### config.mk
export PLATFORM = sky130hd
export DESIGN_NAME = lamp_seq_top
export DESIGN_NICKNAME = d
export VERILOG_FILES = /design/src/rtl/lamp_seq_pkg.sv /design/src/rtl/lamp_sync2.sv /design/src/rtl/lamp_tick_timer.sv /design/src/rtl/lamp_chan_fsm.sv /design/src/rtl/lamp_seq_top.sv
export SDC_FILE = /design/constraint.sdc
export NUM_CORES = 1
export LEC_CHECK = 0
export BUFFER_PORTS_ARGS = -buffer_cell sky130_fd_sc_hd__buf_2
export CAP_MARGIN = 20
export CORE_MARGIN = 2
export CORE_UTILIZATION = 55
export CTS_BUF_LIST = sky130_fd_sc_hd__clkbuf_4 sky130_fd_sc_hd__clkbuf_8
export DETAILED_ROUTE_END_ITERATION = 7
export GPL_ROUTABILITY_DRIVEN = 0
export PLACE_DENSITY = 0.77
export REMOVE_ABC_BUFFERS = 1
export SLEW_MARGIN = 20
export SYNTH_ARGS = -nofsm -noshare
export SYNTH_HDL_FRONTEND = slang
export SYNTH_SLANG_ARGS = --single-unit
### constraint.sdc
create_clock -name clk -period 2.6 [get_ports clk]
set_input_delay 0.26 -clock clk [delete_from_list [all_inputs] [get_ports clk]]
set_output_delay 0.26 -clock clk [all_outputs]
set_load 0.005 [all_outputs]
### src/rtl/lamp_seq_pkg.sv
package lamp_seq_pkg;

    typedef enum logic [2:0] {
        CH_CHECK,
        CH_STRIKE,
        CH_RUN,
        CH_HOLDOFF,
        CH_FAULT
    } ch_state_e;

    typedef struct packed {
        logic lamp_on;
        logic lamp_low;
        logic over_v;
        logic over_i;
    } ch_flags_t;

endpackage

### src/rtl/lamp_sync2.sv
module lamp_sync2 #(
    parameter int W = 1
) (
    input  logic         clk,
    input  logic         rst_n,
    input  logic [W-1:0] d,
    output logic [W-1:0] q
);
    logic [W-1:0] stage1;

    always_ff @(posedge clk or negedge rst_n) begin
        if (!rst_n) begin
            stage1 <= '0;
            q      <= '0;
        end else begin
            stage1 <= d;
            q      <= stage1;
        end
    end
endmodule

### src/rtl/lamp_tick_timer.sv
module lamp_tick_timer #(
    parameter int CW = 13
) (
    input  logic          clk,
    input  logic          rst_n,
    input  logic          clr,
    input  logic          en,
    input  logic          tick,
    input  logic [CW-1:0] limit,
    output logic          expire
);
    logic [CW-1:0] cnt;

    assign expire = en && tick && (cnt == limit - CW'(1));

    always_ff @(posedge clk or negedge rst_n) begin
        if (!rst_n) begin
            cnt <= '0;
        end else if (clr) begin
            cnt <= '0;
        end else if (en && tick) begin
            cnt <= expire ? '0 : cnt + CW'(1);
        end
    end
endmodule

### src/rtl/lamp_chan_fsm.sv
module lamp_chan_fsm
    import lamp_seq_pkg::*;
#(
    parameter int BASE_TICKS = 256,
    parameter int WAIT_TICKS = 1024,
    parameter int MAX_RETRY  = 14,
    parameter int CW         = 13,
    parameter int RW         = 4
) (
    input  logic      clk,
    input  logic      rst_n,
    input  logic      tick,
    input  logic      sup_ok,
    input  logic      stop,
    input  logic      kill,
    input  ch_flags_t flg,
    input  logic      retry_en,
    input  logic [1:0] tsel,
    output logic      gate_en,
    output logic      striking,
    output logic      running,
    output logic      faulted
);
    ch_state_e     st, nxt, handle_st;
    logic [RW-1:0] retry_cnt;
    logic [CW-1:0] limit;
    logic          tmr_en, tmr_clr, expire;
    logic          drop;

    assign drop      = !sup_ok || stop || kill;
    assign handle_st = (retry_en && retry_cnt != RW'(MAX_RETRY)) ? CH_HOLDOFF : CH_FAULT;
    assign limit     = (st == CH_HOLDOFF) ? CW'(WAIT_TICKS) : (CW'(BASE_TICKS) << tsel);

    always_comb begin
        nxt = st;
        unique case (st)
            CH_CHECK: begin
                if (!drop) nxt = CH_STRIKE;
            end
            CH_STRIKE: begin
                if (drop)             nxt = CH_CHECK;
                else if (flg.over_i)  nxt = CH_FAULT;
                else if (flg.over_v)  nxt = handle_st;
                else if (flg.lamp_on) nxt = CH_RUN;
                else if (expire)      nxt = handle_st;
            end
            CH_RUN: begin
                if (drop)            nxt = CH_CHECK;
                else if (flg.over_i) nxt = CH_FAULT;
                else if (expire)     nxt = handle_st;
            end
            CH_HOLDOFF: begin
                if (drop)        nxt = CH_CHECK;
                else if (expire) nxt = CH_STRIKE;
            end
            CH_FAULT: begin
                if (!sup_ok || stop) nxt = CH_CHECK;
            end
            default: nxt = CH_CHECK;
        endcase
    end

    assign tmr_en  = (st == CH_STRIKE) || (st == CH_HOLDOFF) ||
                     ((st == CH_RUN) && flg.lamp_low);
    assign tmr_clr = (nxt != st) || ((st == CH_RUN) && !flg.lamp_low);

    lamp_tick_timer #(.CW(CW)) u_tmr (
        .clk    (clk),
        .rst_n  (rst_n),
        .clr    (tmr_clr),
        .en     (tmr_en),
        .tick   (tick),
        .limit  (limit),
        .expire (expire)
    );

    always_ff @(posedge clk or negedge rst_n) begin
        if (!rst_n) begin
            st        <= CH_CHECK;
            retry_cnt <= '0;
        end else begin
            st <= nxt;
            if (nxt == CH_RUN || nxt == CH_CHECK)
                retry_cnt <= '0;
            else if (nxt == CH_HOLDOFF && st != CH_HOLDOFF)
                retry_cnt <= retry_cnt + RW'(1);
        end
    end

    always_comb begin
        gate_en  = 1'b0;
        striking = 1'b0;
        running  = 1'b0;
        faulted  = 1'b0;
        unique case (st)
            CH_STRIKE: begin
                striking = 1'b1;
                gate_en  = !flg.over_v;
            end
            CH_RUN: begin
                running = 1'b1;
                gate_en = 1'b1;
            end
            CH_FAULT: faulted = 1'b1;
            default: ;
        endcase
    end
endmodule

### src/rtl/lamp_seq_top.sv
module lamp_seq_top
    import lamp_seq_pkg::*;
#(
    parameter int NCH        = 2,
    parameter int BASE_TICKS = 256,
    parameter int WAIT_TICKS = 1024,
    parameter int MAX_RETRY  = 14
) (
    input  logic           clk,
    input  logic           rst_n,
    input  logic           tick,
    input  logic           vcc_ok,
    input  logic           mon_lo_above,
    input  logic           mon_hi_above,
    input  logic           pwr_down_pin,
    input  logic           pwr_down_sw,
    input  logic [NCH-1:0] lamp_on,
    input  logic [NCH-1:0] lamp_low,
    input  logic [NCH-1:0] over_v,
    input  logic [NCH-1:0] over_i,
    input  logic [NCH-1:0] ch_off,
    input  logic           retry_en,
    input  logic           fault_all,
    input  logic [1:0]     strike_sel,
    output logic [NCH-1:0] gate_en,
    output logic [NCH-1:0] striking,
    output logic [NCH-1:0] running,
    output logic [NCH-1:0] faulted
);
    localparam int MAXCNT = (BASE_TICKS * 8 > WAIT_TICKS) ? BASE_TICKS * 8 : WAIT_TICKS;
    localparam int CW     = $clog2(MAXCNT) + 1;
    localparam int RW     = $clog2(MAX_RETRY + 1);
    localparam int SW     = 4 + 4 * NCH;

    logic [SW-1:0]  raw_v, syn_v;
    logic           vcc_s, lo_s, hi_s, pdn_s, sup_ok_s;
    logic [NCH-1:0] lon_s, llow_s, ovp_s, ocp_s;

    assign raw_v = {vcc_ok, mon_lo_above, mon_hi_above, pwr_down_pin,
                    lamp_on, lamp_low, over_v, over_i};

    lamp_sync2 #(.W(SW)) u_sync (
        .clk   (clk),
        .rst_n (rst_n),
        .d     (raw_v),
        .q     (syn_v)
    );

    assign {vcc_s, lo_s, hi_s, pdn_s, lon_s, llow_s, ovp_s, ocp_s} = syn_v;
    assign sup_ok_s = vcc_s && lo_s && !hi_s;

    for (genvar c = 0; c < NCH; c++) begin : g_ch
        ch_flags_t flg;
        logic      kill, stop;

        assign flg.lamp_on  = lon_s[c];
        assign flg.lamp_low = llow_s[c];
        assign flg.over_v   = ovp_s[c];
        assign flg.over_i   = ocp_s[c];
        assign stop = pdn_s || pwr_down_sw || ch_off[c];
        assign kill = fault_all && ((faulted & ~(NCH'(1) << c)) != '0);

        lamp_chan_fsm #(
            .BASE_TICKS (BASE_TICKS),
            .WAIT_TICKS (WAIT_TICKS),
            .MAX_RETRY  (MAX_RETRY),
            .CW         (CW),
            .RW         (RW)
        ) u_fsm (
            .clk      (clk),
            .rst_n    (rst_n),
            .tick     (tick),
            .sup_ok   (sup_ok_s),
            .stop     (stop),
            .kill     (kill),
            .flg      (flg),
            .retry_en (retry_en),
            .tsel     (strike_sel),
            .gate_en  (gate_en[c]),
            .striking (striking[c]),
            .running  (running[c]),
            .faulted  (faulted[c])
        );
    end
endmodule

==> run summary <==
status - finished with violations
failing checks - negative setup slack
multi-input logic area - 1870 µm²
vias in the first global route - 2996
gr usage total - 23.9%
CTS Sinks - 62
Max-cap violations - 0
worst-case reg-to-reg path depth - 9
Syn Inst Count - 364
GRT met2 Usage - 39.1%
fin worst setup slack - -0.0692 ns
Hold Crit Class - in2reg
CTS tree - yes
Setup Skew - 0.00871 ns
final setup TNS - -1.03 ns
number of DRC markers in iteration 0 - 146
# nets final - 459
CTS max path bufs - 2
Crit Reg-Reg Endpoint - g_ch[0].u_fsm.retry_cnt[0]$_DFFE_PN0P_
Lkg Pwr - 1.90 nW
critical path type - reg2reg
Die X - 83.7 µm
Seq/Total Area, Yosys - 44.4%
Fin Hold WS - 0.0276 ns
most used routing layer - met2
grt met1 use - 31.4%
average cell area after synthesis - 9.61 µm²
largest net degree at the start of global routing - 33
nature of the critical path startpoint - flip-flop
Critical Path Sink Type - flip-flop
final hold viol count - 0
Max VDD drop - 432 µV
flop2flop setup slack - -0.07 ns
share of cells above drive strength 1 - 27.9%
routed vias - 3004
Worst-Margin Slew - 0.717 ns
Synth cell types - 62
met3 Resource Use GR - 4.25%
initial antenna violation count - 0
Reg clk slew, reported paths - 0.07 ns
Num CTS Buffers - 9
routed length per instance - 14.9 µm
Initial Utilization - 56.0%
chip height - 83.7 µm
Max Slew Vio Count - 0
FFs w/ async S/R, synth - 100%
# IOs - 30
Synth Register Bits - 62
WP data required - 2.82 ns
std cell rows - 29
Critical Path Source - g_ch[0].u_fsm.u_tmr.cnt[1]$_DFFE_PN0P_
Area Overhead vs Synth - 23.2%
Cell Area, Synth - 3500 µm²
Max-slew headroom - 52.2%
DRC viols - 0
endpoints failing setup - 20
# diodes - 0
PwrDens - 491 nW/µm²
RSZ-0062 raised after global routing - true
first-pass GRT wire length - 13500 µm
FMAX - 375 MHz
Die Area - 7010 µm²
Ys Warns - 0
drt pass-1 iters - 4
CTS HTree Levels - 3
total routed wirelength - 7620 µm
Layout fillers - 494
vias per cell - 5.88
critical path fanouts, max - 4
Detail Placement HPWL - 5350 µm
Seq. cell area - 1550 µm²
Primary FF master, synth - dfrtp_1
Final Critical Period - 2.67 ns
Worst Setup EP - g_ch[0].u_fsm.retry_cnt[0]$_DFFE_PN0P_
number of enable flip-flop cells after synthesis - 0
clk_lat worst skew - 0.34 ns
Core Box Area - 6240 µm²
total grt overflow - 0
# port buffers - 29
clock tree root driver cell - clkbuf_8
worst path arrival time - 2.89 ns
Final Cycle Share - 103%
Post-DRT Antenna Nets - 0
Critical R2R Launch - g_ch[0].u_fsm.u_tmr.cnt[1]$_DFFE_PN0P_
==> critical path, stage by stage, from the launching register on <==
cell and delay [ns]:
dfrtp_1 0.35, ha_2 0.19, inv_2 0.03, or4_4 0.51, or4_4 0.56, a21oi_4 0.18, mux2_4 0.33, a211oi_2 0.18
buf_4 0.17, nor2_2 0.03
==> power breakdown <==
group	switching (mW)	internal [mW]	leakage, nW	total, mW
Clock	0.356	0.628	0.123	0.984
Combinational	0.0711	0.0557	0.964	0.127
Sequential	0.0144	0.989	0.810	1.00
==> metal layers <==
| metal | part of all wire [%] | up-vias |
|---|---|---|
| met5 | 0 | - |
| met4 | 2.1 | 0 |
| met3 | 4.6 | 22 |
| met2 | 49 | 92 |
| met1 | 44 | 1462 |
| li1 | - | 1428 |
==> cell usage after synthesis (3+ instances only) <==
cell / instances / area, µm²
a31oi_1: 3 / 18.8
nor4b_1: 9 / 78.8
and3_1: 8 / 50.1
nand3_1: 22 / 110
a211oi_1: 5 / 37.5
nand4_1: 4 / 25.0
nor3b_1: 3 / 22.5
nor2_1: 40 / 150
xnor2_1: 17 / 149
nor3_1: 4 / 20.0
nand2b_1: 7 / 43.8
buf_4: 11 / 82.6
nor2b_1: 7 / 43.8
nand2_1: 26 / 97.6
clkbuf_1: 7 / 26.3
o21ai_0: 14 / 70.1
ha_1: 8 / 100
inv_1: 13 / 48.8
xor2_1: 11 / 96.3
dfrtp_1: 62 / 1550
a21oi_1: 14 / 70.1
or3_1: 6 / 37.5
nor4_1: 3 / 18.8
nand3b_1: 5 / 37.5
mux2i_1: 3 / 30.0
==> through the flow <==
step / power (mW) / worst slack (ns) / util, % / area [µm²] / cells
2_1_floorplan: 1.07 / -0.356 / - / 3380 / 345
3_3_place_gp: 1.14 / -0.135 / 62.9 / 3920 / 489
3_5_place_dp: 1.14 / -0.275 / 62.9 / 3920 / 489
4_1_cts: 2.13 / -0.0819 / 67.8 / 4230 / 510
5_1_grt: 2.20 / -0.174 / 69.0 / 4310 / 511
6_report: 2.11 / -0.0692 / 69.0 / 4310 / 511
==> cell usage in the layout (no fill, tap or decap), types with 4 or more instances in the layout <==
cell	instances
nand4_1	4
nand2_1	26
nor2b_1	7
inv_1	12
xor2_1	11
clkbuf_8	12
a21oi_1	10
nor3_1	4
nor2_1	36
dfrtp_1	62
a21oi_2	5
buf_4	38
buf_2	29
nand2b_1	7
nand3b_1	5
and3_1	8
xnor2_1	15
nand3_1	22
o21ai_0	13
or3_1	6
nor4b_1	9
ha_1	7
a211oi_1	4
buf_6	4
==> worst min-delay path by stage <==
stage | from | end | slack, ns | cells after the start
4_1_cts | vcc_ok | u_sync.stage1[11]$_DFF_PN0_ | 0.02 | 1
5_1_grt | vcc_ok | u_sync.stage1[11]$_DFF_PN0_ | 0.007 | 1
2_1_floorplan | rst_n | g_ch[0].u_fsm.retry_cnt[0]$_DFFE_PN0P_ | -0.04 | 0
3_5_place_dp | u_sync.stage1[6]$_DFF_PN0_ | u_sync.q[6]$_DFF_PN0_ | 0.34 | 0
6_report | lamp_low[1] | u_sync.stage1[5]$_DFF_PN0_ | 0.03 | 1
3_3_place_gp | u_sync.stage1[6]$_DFF_PN0_ | u_sync.q[6]$_DFF_PN0_ | 0.33 | 0
==> logic make-up (layout without fill, tap and decap cells) <==
kind of cell    count (synthesis)  after routing  share of synthesized area, %
xor+xnor                       28             28                          7.01
simple gates                  160            160                          25.2
buf+inv                        32            102                          4.65
fa+ha+maj                       8              8                          2.86
compound gates                 69             69                          14.4
mux                             5              5                          1.50
flops                          62             62                          44.4
==> registers in the layout (all words and copies together), names as in the netlist <==
| signal | flops |
|---|---|
| u_sync.stage1 | 12 |
| u_sync.q | 12 |
| g_ch.u_fsm.st | 6 |
| g_ch.u_fsm.retry_cnt | 8 |
| g_ch.u_fsm.u_tmr.cnt | 24 |
==> cell type report <==
class                   count  share of cell area [%]
inverters                  13                    1.13
clock inverters             3                    1.51
repair buffers             73                    11.7
well taps                  77                    2.24
multi-input cells         270                    43.4
clock buffers              13                    4.01
flip-flops and latches     62                    36.0
==> repair_timing <==
action | in CTS | in global routing
hold buffers | 1 | 0
cloned | 0 | 0
pin swaps | 13 | 10
hold endpoints to repair | 18 | 0
setup endpoints to repair | 21 | 23
buffers inserted | 4 | 1
resized for setup | 9 | 16
(Power assumes the default switching activity.)
